### src/rtl/rpr_pkg.sv
package rpr_pkg;

    localparam int HDR_LEN   = 4;
    localparam int CRC_ROOM  = 4;
    localparam logic [31:0] HASH_POLY = 32'h04C1_1DB7;

    typedef enum logic [2:0] {
        S_IDLE,
        S_RECV,
        S_DROP,
        S_PAD,
        S_HDR
    } wr_state_e;

    typedef struct packed {
        logic accept_all;
        logic group_en;
        logic bcast_en;
    } rx_mode_t;

    function automatic rx_mode_t decode_mode(input logic [7:0] cfg);
        rx_mode_t m;
        m.accept_all = cfg[4];
        m.group_en   = cfg[3];
        m.bcast_en   = cfg[2];
        return m;
    endfunction

    // Group-address hash: serial CRC over the destination, low bit of byte 0 first.
    function automatic logic [5:0] group_hash(input logic [47:0] dst);
        logic [31:0] crc;
        logic        fb;
        crc = '1;
        for (int i = 0; i < 48; i++) begin
            fb  = crc[31] ^ dst[i];
            crc = {crc[30:0], 1'b0};
            if (fb) crc = crc ^ HASH_POLY;
        end
        return crc[31:26];
    endfunction

endpackage

### src/rtl/rpr_filter.sv
module rpr_filter
    import rpr_pkg::*;
(
    input  logic [47:0] dst,
    input  logic [47:0] station,
    input  logic [63:0] mcast_tbl,
    input  rx_mode_t    mode,
    output logic        accept,
    output logic        group
);
    logic       all_ones;
    logic       exact;
    logic [5:0] hidx;

    always_comb begin
        all_ones = &dst;
        group    = dst[0];
        exact    = (dst == station);
        hidx     = group_hash(dst);
        if (mode.accept_all)
            accept = 1'b1;
        else if (all_ones)
            accept = mode.bcast_en;
        else if (group)
            accept = mode.group_en && mcast_tbl[hidx];
        else
            accept = exact;
    end
endmodule

### src/rtl/rpr_space.sv
module rpr_space #(
    parameter int PG_W       = 8,
    parameter int MAX_FRAME  = 1514,
    parameter logic [PG_W-1:0] MEM_END_PG = 8'hC0,
    localparam int ADDR_W    = PG_W + 8
) (
    input  logic [PG_W-1:0]   start_pg,
    input  logic [PG_W-1:0]   stop_pg,
    input  logic [PG_W-1:0]   bnd_pg,
    input  logic [PG_W-1:0]   cur_pg,
    output logic              room_ok,
    output logic [ADDR_W-1:0] base_addr
);
    localparam int NEED = MAX_FRAME + rpr_pkg::CRC_ROOM;

    int c_b, b_b, s_b, p_b, avail;

    always_comb begin
        c_b = int'(cur_pg)   * 256;
        b_b = int'(bnd_pg)   * 256;
        s_b = int'(start_pg) * 256;
        p_b = int'(stop_pg)  * 256;
        if (c_b < b_b)
            avail = b_b - c_b;
        else
            avail = (p_b - s_b) - (c_b - b_b);
        room_ok = (avail >= NEED);
        if (cur_pg >= MEM_END_PG)
            base_addr = {start_pg, 8'h00};
        else
            base_addr = {cur_pg, 8'h00};
    end
endmodule

### src/rtl/rpr_writer.sv
module rpr_writer
    import rpr_pkg::*;
#(
    parameter int PG_W      = 8,
    parameter int MAX_FRAME = 1514,
    parameter int MIN_FRAME = 60,
    localparam int ADDR_W   = PG_W + 8,
    localparam int CNT_W    = $clog2(MAX_FRAME + 2)
) (
    input  logic              clk,
    input  logic              rst,
    input  logic              in_valid,
    input  logic [7:0]        in_data,
    input  logic              in_last,
    output logic              in_ready,
    input  logic              stopped,
    input  logic [PG_W-1:0]   start_pg,
    input  logic [PG_W-1:0]   stop_pg,
    input  logic              room_ok,
    input  logic [ADDR_W-1:0] base_addr,
    input  logic              accept,
    output logic [47:0]       dst,
    output logic              mem_we,
    output logic [ADDR_W-1:0] mem_addr,
    output logic [7:0]        mem_wdata,
    output logic [PG_W-1:0]   rx_cur_pg,
    output logic [7:0]        rx_status,
    output logic              rx_irq
);
    localparam logic [CNT_W-1:0] MAX_C = CNT_W'(MAX_FRAME);
    localparam logic [CNT_W-1:0] MIN_C = CNT_W'(MIN_FRAME);

    wr_state_e         st;
    logic [ADDR_W-1:0] base_q, wa;
    logic [CNT_W-1:0]  cnt;
    logic [47:0]       dst_q;
    logic              over_q;
    logic [1:0]        hsel;

    logic [ADDR_W-1:0] ring_lo, ring_hi;
    logic [ADDR_W-1:0] total;
    logic [ADDR_W:0]   span, nxt, hi_e;
    logic [PG_W-1:0]   next_pg;
    logic [7:0]        stat_b, hdr_b;
    logic              keep;

    function automatic logic [ADDR_W-1:0] step(input logic [ADDR_W-1:0] a,
                                               input logic [ADDR_W-1:0] lo,
                                               input logic [ADDR_W-1:0] hi);
        logic [ADDR_W-1:0] a1;
        a1 = a + 1'b1;
        return (a1 == hi) ? lo : a1;
    endfunction

    assign dst      = dst_q;
    assign in_ready = (st == S_IDLE) || (st == S_RECV) || (st == S_DROP);

    always_comb begin
        ring_lo = {start_pg, 8'h00};
        ring_hi = {stop_pg, 8'h00};
        hi_e    = {1'b0, ring_hi};
        total   = ADDR_W'(cnt) + ADDR_W'(HDR_LEN);
        span    = ({1'b0, total} + (ADDR_W+1)'(CRC_ROOM + 255)) & ~(ADDR_W+1)'(255);
        nxt     = {1'b0, base_q} + span;
        if (nxt >= hi_e)
            nxt = nxt - (hi_e - {1'b0, ring_lo});
        next_pg = nxt[ADDR_W-1:8];
        stat_b  = dst_q[0] ? 8'h21 : 8'h01;
        keep    = accept && !over_q;
        case (hsel)
            2'd0:    hdr_b = stat_b;
            2'd1:    hdr_b = 8'(next_pg);
            2'd2:    hdr_b = total[7:0];
            default: hdr_b = total[15:8];
        endcase
    end

    always_ff @(posedge clk) begin
        if (rst) begin
            st        <= S_IDLE;
            base_q    <= '0;
            wa        <= '0;
            cnt       <= '0;
            dst_q     <= '0;
            over_q    <= 1'b0;
            hsel      <= '0;
            mem_we    <= 1'b0;
            mem_addr  <= '0;
            mem_wdata <= '0;
            rx_cur_pg <= '0;
            rx_status <= '0;
            rx_irq    <= 1'b0;
        end else begin
            mem_we <= 1'b0;
            rx_irq <= 1'b0;
            case (st)
                S_IDLE: begin
                    if (in_valid) begin
                        if (stopped || !room_ok) begin
                            st <= in_last ? S_IDLE : S_DROP;
                        end else begin
                            base_q        <= base_addr;
                            mem_we        <= 1'b1;
                            mem_addr      <= base_addr + ADDR_W'(HDR_LEN);
                            mem_wdata     <= in_data;
                            wa            <= step(base_addr + ADDR_W'(HDR_LEN), ring_lo, ring_hi);
                            cnt           <= CNT_W'(1);
                            dst_q         <= {40'h0, in_data};
                            over_q        <= 1'b0;
                            hsel          <= '0;
                            st            <= in_last ? S_PAD : S_RECV;
                        end
                    end
                end
                S_RECV: begin
                    if (in_valid) begin
                        if (cnt < MAX_C) begin
                            mem_we    <= 1'b1;
                            mem_addr  <= wa;
                            mem_wdata <= in_data;
                            wa        <= step(wa, ring_lo, ring_hi);
                            cnt       <= cnt + 1'b1;
                        end else begin
                            over_q <= 1'b1;
                        end
                        if (cnt < CNT_W'(6))
                            dst_q[{cnt[2:0], 3'b000} +: 8] <= in_data;
                        if (in_last)
                            st <= ((cnt + 1'b1) < MIN_C) ? S_PAD : S_HDR;
                    end
                end
                S_DROP: begin
                    if (in_valid && in_last)
                        st <= S_IDLE;
                end
                S_PAD: begin
                    mem_we    <= 1'b1;
                    mem_addr  <= wa;
                    mem_wdata <= 8'h00;
                    wa        <= step(wa, ring_lo, ring_hi);
                    cnt       <= cnt + 1'b1;
                    if ((cnt + 1'b1) == MIN_C)
                        st <= S_HDR;
                end
                S_HDR: begin
                    if (hsel == 2'd0 && !keep) begin
                        st <= S_IDLE;
                    end else begin
                        mem_we    <= 1'b1;
                        mem_addr  <= base_q + ADDR_W'(hsel);
                        mem_wdata <= hdr_b;
                        hsel      <= hsel + 1'b1;
                        if (hsel == 2'd3) begin
                            rx_cur_pg <= next_pg;
                            rx_status <= stat_b;
                            rx_irq    <= 1'b1;
                            st        <= S_IDLE;
                        end
                    end
                end
                default: st <= S_IDLE;
            endcase
        end
    end

    // a frame started while stopped produces no write
    p_stop_no_write_r1: assert property (@(posedge clk) disable iff (rst)
        (st == S_IDLE && in_valid && stopped) |=> !mem_we);

    // a frame started without room produces no write
    p_room_no_write_r2: assert property (@(posedge clk) disable iff (rst)
        (st == S_IDLE && in_valid && !room_ok) |=> !mem_we);

    // every padding cycle writes a zero byte
    p_pad_zero_r7: assert property (@(posedge clk) disable iff (rst)
        (st == S_PAD) |=> (mem_we && mem_wdata == 8'h00));

    // the first header write lands at the base with the good-frame bit set
    p_hdr_first_r8: assert property (@(posedge clk) disable iff (rst)
        (st == S_HDR && hsel == 2'd0 && keep) |=> (mem_we && mem_addr == base_q && mem_wdata[0]));

    // interrupt is a single-cycle strobe
    p_irq_single_r9: assert property (@(posedge clk) disable iff (rst)
        rx_irq |=> !rx_irq);

    // the published page only moves together with the interrupt
    p_cur_with_irq_r9: assert property (@(posedge clk) disable iff (rst)
        !$stable(rx_cur_pg) |-> rx_irq);
endmodule

### src/rtl/rx_page_ring_writer.sv
module rx_page_ring_writer
    import rpr_pkg::*;
#(
    parameter int PG_W      = 8,
    parameter int MAX_FRAME = 1514,
    parameter int MIN_FRAME = 60,
    parameter logic [PG_W-1:0] MEM_END_PG = 8'hC0,
    localparam int ADDR_W   = PG_W + 8
) (
    input  logic              clk,
    input  logic              rst,
    input  logic              in_valid,
    input  logic [7:0]        in_data,
    input  logic              in_last,
    output logic              in_ready,
    input  logic [PG_W-1:0]   start_pg,
    input  logic [PG_W-1:0]   stop_pg,
    input  logic [PG_W-1:0]   bnd_pg,
    input  logic [PG_W-1:0]   cur_pg,
    input  logic [47:0]       station,
    input  logic [63:0]       mcast_tbl,
    input  logic [7:0]        rx_cfg,
    input  logic              stopped,
    output logic              mem_we,
    output logic [ADDR_W-1:0] mem_addr,
    output logic [7:0]        mem_wdata,
    output logic [PG_W-1:0]   rx_cur_pg,
    output logic [7:0]        rx_status,
    output logic              rx_irq
);
    logic              room_ok;
    logic [ADDR_W-1:0] base_addr;
    logic              accept;
    logic              group;
    logic [47:0]       dst;
    rx_mode_t          mode;

    assign mode = decode_mode(rx_cfg);

    rpr_space #(
        .PG_W(PG_W), .MAX_FRAME(MAX_FRAME), .MEM_END_PG(MEM_END_PG)
    ) u_space (
        .start_pg(start_pg), .stop_pg(stop_pg), .bnd_pg(bnd_pg), .cur_pg(cur_pg),
        .room_ok(room_ok), .base_addr(base_addr)
    );

    rpr_filter u_filter (
        .dst(dst), .station(station), .mcast_tbl(mcast_tbl), .mode(mode),
        .accept(accept), .group(group)
    );

    rpr_writer #(
        .PG_W(PG_W), .MAX_FRAME(MAX_FRAME), .MIN_FRAME(MIN_FRAME)
    ) u_writer (
        .clk(clk), .rst(rst),
        .in_valid(in_valid), .in_data(in_data), .in_last(in_last), .in_ready(in_ready),
        .stopped(stopped), .start_pg(start_pg), .stop_pg(stop_pg),
        .room_ok(room_ok), .base_addr(base_addr), .accept(accept), .dst(dst),
        .mem_we(mem_we), .mem_addr(mem_addr), .mem_wdata(mem_wdata),
        .rx_cur_pg(rx_cur_pg), .rx_status(rx_status), .rx_irq(rx_irq)
    );

    // a stored frame with a group destination reports the group status
    p_group_status_r8: assert property (@(posedge clk) disable iff (rst)
        (rx_irq && group) |-> (rx_status == 8'h21));
endmodule

### config.mk
export PLATFORM = sky130hd
export DESIGN_NAME = rx_page_ring_writer
export DESIGN_NICKNAME = d
export VERILOG_FILES = /design/src/rtl/rpr_pkg.sv /design/src/rtl/rpr_filter.sv /design/src/rtl/rpr_space.sv /design/src/rtl/rpr_writer.sv /design/src/rtl/rx_page_ring_writer.sv
export SDC_FILE = /design/constraint.sdc
export NUM_CORES = 1
export LEC_CHECK = 0
export BUFFER_PORTS_ARGS = -buffer_cell sky130_fd_sc_hd__buf_2
export CORE_AREA = 3 3 174 176
export DETAILED_ROUTE_END_ITERATION = 10
export DIE_AREA = 0 0 177 179
export GPL_TIMING_DRIVEN = 1
export PLACE_DENSITY = 0.66
export SYNTH_ARGS = -nofsm -noshare
export SYNTH_HDL_FRONTEND = slang
export SYNTH_SLANG_ARGS = --single-unit
### constraint.sdc
create_clock -name clk -period 7.1 [get_ports clk]
set_input_delay 0.71 -clock clk [delete_from_list [all_inputs] [get_ports clk]]
set_output_delay 0.71 -clock clk [all_outputs]
set_load 0.05 [all_outputs]
==> reports/qor.csv, run 1 <==
stage;metric;value;unit
floorplan;# rows;62;
critical_path;Req. time, crit path;7470;ps
synth;Synth cell types;86;
synth;Synth area leader;dfxtp_1;
clocking;worst skew pair latency;420;ps
min_path;Hold Path Class;flop to flop;
critical_path;Most common cell on crit path;xnor3_1;
placed_design;Post-DP HPWL;30.26;mm
pwr;Power Density;602.3;nW/µm²
floorplan;area of the core;28780;µm²
critical_path;CP Capture Type;flop;
route;antenna-violating nets left;0;
synth;post-synth top area share;19.78;%
critical_path;Reg-to-Reg End;u_writer.mem_wdata[7];
clocking;Root Buffer;clkbuf_16;
final_layout;post-route cell area;14480;µm²
final_layout;Layout Area Growth over Synthesis;14.45;%
synth;Post-synth ARST share;0;%
critical_path;r2r worst-path depth;15;
synth;Avg Inst Size Synth;8.959;µm²
sta;Clock Skews;11.43;ps
sta;worst slew pin tran;1023;ps
sta;setup violators final;0;
final_layout;layout cells sized above 1;18.66;%
global_route;antenna violations before repair;0;
sta;Peak Freq;159.0;MHz
final_layout;ant diodes;0;
synth;top post-synthesis cells by area;dfxtp_1 (20%), xnor2_1 (12%), xnor3_1 (8.7%);
global_route;first-pass GRT wire length;59.28;mm
pwr;Power, Total;0.008719;W
floorplan;Die H;179;µm
synth;Synth Instances;1412;
route;drt drc;0;
critical_path;CP max stage cell;xnor3_1;
route;drt first pass iters;5;
pwr;leakage power;6.341;nW
critical_path;crit path DAT;6660;ps
floorplan;Die Area;31680;µm²
clocking;deepest clock path buffer count;2;
pwr;worst vdd ir;1.203;mV
sta;RSZ-0062 raised after global routing;false;
global_route;vias in the first global route;10610;
clocking;Resized Gates After CTS;0;
synth;post-synthesis sequential area ratio;19.78;%
floorplan;Initial Util;43.95;%
final_layout;nets;1802;
sta;fin worst setup slack;811.5;ps
critical_path;CP endpoint;u_writer.mem_wdata[7];
global_route;largest net degree at the start of global routing;65;
sta;max_slew headroom;31.52;%
clocking;TritonCTS clock tree;built;
placed_design;GPL Wtd Cong;0.9581;
critical_path;crit-path cells;ha_1 -> xnor3_1 -> xor2_2 -> xnor3_1 -> xnor2_1 -> xnor2_1 -> xnor3_2 -> xnor3_1 -> mux2i_1 -> mux4_2 -> nand3_1 -> o2111ai_2 -> a21o_1 -> o21ai_2 -> o221a_2;
critical_path;CP Launch Type;flop;
synth;EDFF count, synth;0;
sta;Final Hold Vio Count;0;
route;DRT Wirelength;38.35;mm
clocking;clock tree sinks;125;
sta;crit share post-route;88.57;%
floorplan;die width;177;µm
critical_path;CP Max Fanout;24;
global_route;Global Route Usage Sum;23.86;%
critical_path;worst reg-to-reg setup slack;810;ps
critical_path;Crit Path Category;flop to flop;
critical_path;CP startpoint;u_writer.dst[4];
clocking;Clock Pin Slew Worst Setup and Hold Paths;60;ps
placed_design;DP Area;13830;µm²
critical_path;WP depth;15;
synth;count leader, synth;xnor2_1;
critical_path;cell family with most CP delay;XOR/XNOR gates;
sta;Final min period;6289;ps
global_route;Congestion Overflow GR;0;
placed_design;Setup WS pre-CTS;712.1;ps
final_layout;Util after Layout;50.30;%
clocking;H-tree Lvls;4;
synth;synth cell count leaders;xnor2_1 (170), nor2_1 (126), dfxtp_1 (125);
floorplan;I/O pins;208;
route;DR WL/cell;19.63;µm
critical_path;slowest cell delay on critical path;830;ps
clocking;CTS Buf Count;17;
route;initial DRC count;939;
route;Via density;5.578;
job;Max Cap Viol;0;
critical_path;worst r2r src;u_writer.dst[4];
sta;final number of max-transition violations;0;
route;vias;10900;
synth;synthesized area;12650;µm²
run_status;outcome;completed;
synth;main flop type after synthesis;dfxtp_1;
critical_path;Worst Path Buf+Inv;0;
sta;Fin Setup TNS;0;ps
placed_design;IO buf count;196;
synth;Ys Warns;0;
synth;FF+latch count, synth;125;
clocking;postcts setup bufs;0;
clocking;CTS Hold Bufs;0;
-- placed cells by master (no fill, tap or decap), types with 7 or more instances in the layout --
cell and n:
o221a_1 14, and3_1 13, xor2_1 55, buf_4 19, a211oi_1 14, o221a_2 7, ha_1 66, buf_2 196
a21o_1 16, a22oi_1 40, xnor3_1 49, nor2b_1 7, nor2_1 125, nand3_1 33, nand2b_1 11, nor3_1 17
inv_1 80, o21bai_1 12, nand4_1 24, a21oi_1 61, clkbuf_16 17, xor3_1 7, a221o_1 11, dfxtp_1 125
conb_1 7, nor4_1 12, mux2i_1 58, mux4_2 8, o21ai_0 53, fa_1 14, xnor2_1 170, nand2_1 86
and2_1 16, or3_1 7
-- area by class of cell --
class | instances | area (µm²)
Multi-Input combinational cell | 1117 | 9424
Fill cell | 2684 | 14300
Clock buffer | 19 | 452.9
Clock inverter | 13 | 190.2
Inverter | 81 | 304.0
Timing Repair Buffer | 215 | 1124
Tap cell | 384 | 480.5
Sequential cell | 125 | 2502
-- sequential cells by signal, summed over array words and instances (netlist names) --
| register | flops |
|---|---|
| u_writer.dst | 48 |
| u_writer.mem_addr | 16 |
| u_writer.wa | 16 |
| u_writer.cnt | 11 |
| u_writer.base_q | 8 |
| u_writer.mem_wdata | 8 |
| u_writer.rx_cur_pg | 8 |
| u_writer.st | 3 |
| u_writer.hsel | 2 |
| u_writer.rx_status | 2 |
| u_writer.mem_we | 1 |
| u_writer.over_q | 1 |
| u_writer.rx_irq | 1 |
-- worst register-to-register path: cells and delay by family (launching register included) --
| kind | cells | cell delay, ps |
|---|---|---|
| AOI/OAI and AO/OA | 4 | 1590 |
| adders and majority gates | 1 | 340 |
| and+or+nand+nor | 1 | 110 |
| muxes | 2 | 650 |
| DFF | 1 | 670 |
| xor gates and xnor gates | 7 | 2890 |
-- power breakdown --
group / total (W) / switching (W) / internal [W] / leakage (nW)
clock: 0.000950 / 0.000343 / 0.000607 / 0.301
combinational: 0.00697 / 0.00350 / 0.00347 / 5.03
sequential: 0.000798 / 0.0000491 / 0.000749 / 1.01
-- worst min-delay path by stage --
| stage | startpoint | endpoint | cells past startpoint | slack [ps] |
|---|---|---|---|---|
| 5_1_grt | u_writer.rx_status[0] | u_writer.rx_status[0] | 2 | 500 |
| 3_5_place_dp | u_writer.mem_addr[7] | u_writer.mem_addr[7] | 2 | 450 |
| 3_3_place_gp | u_writer.mem_addr[5] | u_writer.mem_addr[5] | 2 | 450 |
| 2_1_floorplan | u_writer.wa[1] | u_writer.wa[1] | 2 | 460 |
| 6_report | u_writer.mem_addr[7] | u_writer.mem_addr[7] | 2 | 460 |
| 4_1_cts | u_writer.mem_addr[7] | u_writer.mem_addr[7] | 2 | 460 |
-- logic make-up (layout without fill, tap and decap cells) --
logic type	count (synthesis)	count (layout)	synth area share (%)
other cells	1	7	0.02965
fa+ha+maj	80	80	8.744
compound gates	295	295	16.58
simple gates	368	368	13.89
mux	72	72	6.934
buf+inv	176	328	6.093
xor+xnor	295	295	27.95
flops	125	125	19.78
-- through the flow --
step	cells	hold WS, ps
3_3_place_gp	1922	447.9
6_report	1954	458.5
4_1_cts	1954	463.2
5_1_grt	1954	502.5
2_1_floorplan	1418	457.5
3_5_place_dp	1922	449.5
-- layer usage --
layer  track usage (%)  wire, µm  share of wire (%)  vias to the layer above
met5                 0         0                  0                        -
met4             8.151      1191                3.1                        0
met2             40.66     18370                 48                      419
met3             3.346      2552                6.7                       68
li1                  -         -                  -                     5263
met1             31.09     16240                 42                     5149
Power figures use the tool's default switching activity.
==> run 2, diff against run 1 <==
- CORE_AREA: 3 3 174 176 -> 3 3 151 153
- DIE_AREA: 0 0 177 179 -> 0 0 154 156
- PLACE_DENSITY: 0.66 -> 0.84
- REMOVE_ABC_BUFFERS: unset -> 1
- clock period: 7.1 -> 5.9 ns (I/O delays scaled with it)
==> run 2 against run 1 <==
Against the previous run:
- final cell count shrank 3.1%
- count of clock-buffer cells in the layout shrank 2
- global-route usage grew 8.0 points
- clock skew grew 1.5 ps
- critical path depth grew 8
- wire length grew 3.1%
- non-clock buffer count grew 43
- flip-flop and latch count is the same
- utilization grew 17 points
- critical path type unchanged
==> reports/qor.csv, run 2 (same netlist as run 1, synthesis figures left out) <==
stage;metric;value;unit
critical_path;cell family with most CP delay;compound AO/OA/AOI/OAI gates;
global_route;largest net degree at the start of global routing;63;
clocking;CTS Hold Bufs;0;
critical_path;CP max stage cell;fa_1;
route;vias;11650;
global_route;Congestion Overflow GR;0;
sta;Fin Setup TNS;0;ps
critical_path;CP Capture Type;flop;
final_layout;nets;1845;
critical_path;CP Launch Type;flop;
final_layout;most frequent cells in the layout;buf_2 (196), xnor2_1 (166), nor2_1 (125);
global_route;vias in the first global route;11330;
job;Max Cap Viol;0;
final_layout;final cell count without fillers;1893;
sta;setup violators final;0;
floorplan;Die Area;24020;µm²
route;DR WL/cell;20.88;µm
critical_path;Req. time, crit path;6220;ps
placed_design;Post-DP HPWL;30.96;mm
floorplan;die width;154;µm
clocking;deepest clock path buffer count;2;
clocking;Clock Pin Slew Worst Setup and Hold Paths;60;ps
floorplan;Initial Util;58.32;%
sta;Final min period;5718;ps
final_layout;ant diodes;0;
clocking;TritonCTS clock tree;built;
final_layout;post-route cell area;14690;µm²
floorplan;area of the core;21690;µm²
final_layout;commonest non-fill, non-tap cell in the layout;buf_2;
placed_design;placed cell count;1861;
final_layout;max reg flops;48;
final_layout;Util after Layout;67.75;%
global_route;antenna violations before repair;0;
clocking;postcts setup bufs;0;
sta;Peak Freq;174.9;MHz
run_status;outcome;completed;
floorplan;# rows;54;
critical_path;Crit Path Category;flop to flop;
route;Via density;6.155;
critical_path;CP Max Fanout;6;
sta;RSZ-0062 raised after global routing;true;
route;DRT Wirelength;39.53;mm
critical_path;Most common cell on crit path;ha_1;
final_layout;layout cells sized above 1;21.20;%
route;initial DRC count;1165;
critical_path;crit path DAT;6030;ps
critical_path;crit-path cells;nand2_1 -> xor2_1 -> or3_1 -> a21oi_1 -> nand3b_1 -> xnor2_1 -> ha_1 -> inv_1 -> fa_1 -> inv_1 -> fa_1 -> ha_1 -> ha_1 -> o21a_1 -> o21ai_0 -> nand2b_1 -> a21o_1 -> a21oi_1 -> xor2_1 -> o21ai_1 -> a22o_1 -> a221o_1 -> o221a_1;
floorplan;I/O pins;208;
critical_path;Worst Path Buf+Inv;2;
clocking;clock tree sinks;125;
sta;crit share post-route;96.91;%
placed_design;DP Area;14020;µm²
placed_design;GPL Wtd Cong;1.005;
route;antenna-violating nets left;0;
clocking;worst skew pair latency;430;ps
route;drt drc;0;
final_layout;Layout Area Growth over Synthesis;16.15;%
min_path;Hold Path Class;flop to flop;
sta;max_slew headroom;35.14;%
placed_design;IO buf count;196;
global_route;Global Route Usage Sum;31.83;%
sta;Final Hold Vio Count;0;
sta;worst slew pin tran;971.8;ps
sta;Clock Skews;12.97;ps
clocking;CTS Buf Count;17;
sta;final number of max-transition violations;0;
clocking;Resized Gates After CTS;0;
clocking;H-tree Lvls;4;
clocking;Root Buffer;clkbuf_16;
route;drt first pass iters;6;
global_route;first-pass GRT wire length;61.04;mm
floorplan;Die H;156;µm
critical_path;slowest cell delay on critical path;520;ps
[run 2: final cells by class]
type / count / area (µm²)
clock buffer: 17 / 425.4
clock inverter: 15 / 175.2
fill: 1706 / 6995
inverter: 81 / 304.0
multi-input combinational: 1117 / 9488
sequential: 125 / 2504
tap: 280 / 350.3
timing repair buffer: 258 / 1446
[run 2: worst paths after layout]
check | cells past startpoint | from | end | slack, ps
worst max register to register | 23 | u_writer.cnt[2] | u_writer.mem_wdata[6] | 180
worst min register to register | 2 | u_writer.mem_addr[7] | u_writer.mem_addr[7] | 460
worst min-delay path | 2 | u_writer.mem_addr[7] | u_writer.mem_addr[7] | 460
worst max-delay path | 23 | u_writer.cnt[2] | u_writer.mem_wdata[6] | 180
[run 2: worst reg2reg max path: stages (launching register included)]
cell,delay (ps)
dfxtp_1,440
nand2_1,120
xor2_1,150
or3_1,310
a21oi_1,220
nand3b_1,200
xnor2_1,260
ha_1,220
inv_1,60
fa_1,520
inv_1,80
fa_1,480
ha_1,340
ha_1,220
o21a_1,170
o21ai_0,160
nand2b_1,120
a21o_1,190
a21oi_1,170
xor2_1,160
o21ai_1,190
a22o_1,290
a221o_1,340
o221a_1,200
[run 2: through the flow]
step | hold WS, ps | worst slack, ps
detailed placement | 451.3 | -166.6
global placement | 444.9 | 15.60
global route | 499.9 | -77.74
finish | 458.1 | 182.4
CTS | 459.4 | 56.06
floorplan | 451.4 | -1006
[run 2: layer usage]
metal / vias to the layer above / GRT usage (%) / share of wire [%]
met5: - / 0 / 0
met4: 0 / 13.79 / 4.7
met3: 144 / 5.631 / 8.7
met2: 684 / 54.33 / 49
met1: 5474 / 39.74 / 38
li1: 5349 / - / -
Power of run 2 is not shown: default switching activity piles up to over one toggle a cycle in this logic, so the estimate is an artifact.
==> run 3, diff against run 2 <==
- HOLD_SLACK_MARGIN: unset -> 0.12
- PLACE_DENSITY: 0.84 -> 0.82
==> run 3 against run 2 <==
Against the previous run:
- register-to-register slack about the same
- sequential share of layout area hardly changed
- wire length is 1.1% lower
- final cell count grew 0.48%
- highest routed layer unchanged
==> reports/qor.csv, run 3 (same netlist as run 1, synthesis figures left out) <==
stage;metric;value;unit
run_status;outcome;completed;
global_route;first-pass GRT wire length;60.49;mm
placed_design;GPL Wtd Cong;1.002;
sta;setup violators final;0;
min_path;Hold Path Class;flop to flop;
critical_path;crit-path cells;ha_1 -> xnor2_1 -> buf_4 -> xor3_1 -> xnor2_1 -> xnor3_1 -> xnor2_1 -> xnor2_1 -> xor3_1 -> mux2_4 -> or3_1 -> a311o_1 -> a41oi_4 -> a21o_1 -> and2_4 -> o221a_1;
final_layout;Util after Layout;68.02;%
clocking;H-tree Lvls;4;
global_route;Congestion Overflow GR;0;
sta;fin worst setup slack;184.2;ps
floorplan;area of the core;21690;µm²
route;drt drc;0;
floorplan;# rows;54;
final_layout;Multi-input gate area;9485;µm²
final_layout;most frequent cells in the layout;buf_2 (196), xnor2_1 (169), nor2_1 (125);
final_layout;nets;1854;
critical_path;Req. time, crit path;6260;ps
final_layout;Sequential Area;2507;µm²
placed_design;Post-DP HPWL;30.50;mm
clocking;Clock Pin Slew Worst Setup and Hold Paths;60;ps
critical_path;Crit Path Category;flop to flop;
route;Via density;6.141;
critical_path;Most common cell on crit path;xnor2_1;
floorplan;die width;154;µm
floorplan;I/O pins;208;
critical_path;CP Launch Type;flop;
critical_path;crit path DAT;6080;ps
final_layout;max reg flops;48;
global_route;Global Route Usage Sum;31.47;%
critical_path;CP Capture Type;flop;
route;drt first pass iters;5;
floorplan;Die H;156;µm
critical_path;CP max stage cell;xor3_1;
clocking;clock tree sinks;125;
clocking;deepest clock path buffer count;2;
clocking;CTS Buf Count;17;
clocking;Root Buffer;clkbuf_16;
route;DR WL/cell;20.56;µm
sta;Clock Skews;12.87;ps
global_route;vias in the first global route;11360;
floorplan;Die Area;24020;µm²
critical_path;CP Max Fanout;18;
sta;worst slew pin tran;1089;ps
sta;final number of max-transition violations;0;
placed_design;placed cell count;1866;
route;DRT Wirelength;39.11;mm
sta;Final min period;5716;ps
sta;crit share post-route;96.88;%
route;initial DRC count;1142;
sta;Peak Freq;175.0;MHz
sta;WHS;463.9;ps
clocking;CTS Hold Bufs;0;
critical_path;slowest cell delay on critical path;530;ps
route;antenna-violating nets left;0;
clocking;TritonCTS clock tree;built;
floorplan;Initial Util;58.32;%
sta;Final Hold Vio Count;0;
final_layout;ant diodes;0;
final_layout;Fillers;1687;
global_route;antenna violations before repair;0;
global_route;largest net degree at the start of global routing;56;
placed_design;IO buf count;196;
job;Max Cap Viol;0;
sta;max_slew headroom;27.37;%
final_layout;final cell count without fillers;1902;
placed_design;Setup WS pre-CTS;-43.97;ps
final_layout;commonest non-fill, non-tap cell in the layout;buf_2;
clocking;worst skew pair latency;430;ps
route;vias;11680;
final_layout;layout cells sized above 1;21.64;%
final_layout;Layout Area Growth over Synthesis;16.63;%
## run 3: cell count changes in the layout (fill, tap and decap cells not counted), moves of 2 or more
cell	before	now
buf_4	62	70
clkinv_4	1	4
xnor2_1	166	169
inv_6	6	4
inv_8	3	1
xnor2_4	2	0
## run 3: stage by stage
step,TNS [ps],cell area [µm²]
2_1_floorplan,-37220,12210
3_3_place_gp,0,14060
3_5_place_dp,-433.9,14060
4_1_cts,0,14670
5_1_grt,-6.918,14750
6_report,0,14750
## run 3: per-layer routing
metal  up-vias  share of wire [%]  track usage (%)
met5         -                  0                0
met4         0                4.5            12.99
met3       127                9.3            5.520
met2       695                 47            52.56
met1      5486                 40            40.53
li1       5372                  -                -
## run 3: final timing paths
path                                              end  slack, ps                   from  depth (start not counted)
worst max-delay path            u_writer.mem_wdata[4]        180        u_writer.dst[1]                         16
worst min register to register  u_writer.rx_status[0]        460  u_writer.rx_status[0]                          2
worst min-delay path            u_writer.rx_status[0]        460  u_writer.rx_status[0]                          2
worst max register to register  u_writer.mem_wdata[4]        180        u_writer.dst[1]                         16
## run 3: layout make-up
| type | count | share of cell area, % |
|---|---|---|
| Clock buffer | 19 | 3.002 |
| Tap cell | 280 | 2.375 |
| Clock inverter | 13 | 1.060 |
| Inverter | 81 | 2.061 |
| Sequential cell | 125 | 17.00 |
| Multi-Input combinational cell | 1118 | 64.29 |
| Timing Repair Buffer | 266 | 10.21 |
## run 3: what timing repair did
| action | CTS | global route |
|---|---|---|
| pin swaps | 0 | 1 |
| setup buffers | 0 | 3 |
| resized for setup | 1 | 12 |
| setup endpoints to repair | 20 | 24 |
| hold endpoints to repair | 0 | 0 |
| cloned | 0 | 1 |
## run 3: critical path: cells and delay by family, from the launching register on
kind	cells	cell delay (ps)
XOR/XNOR	7	2480
AO/OA/AOI/OAI	4	1220
AND/OR/NAND/NOR	2	680
flip-flops	1	410
multiplexers	1	350
adder cells (fa/ha/maj)	1	310
buffers and inverters	1	200
Power of run 3 is left out for the same reason.
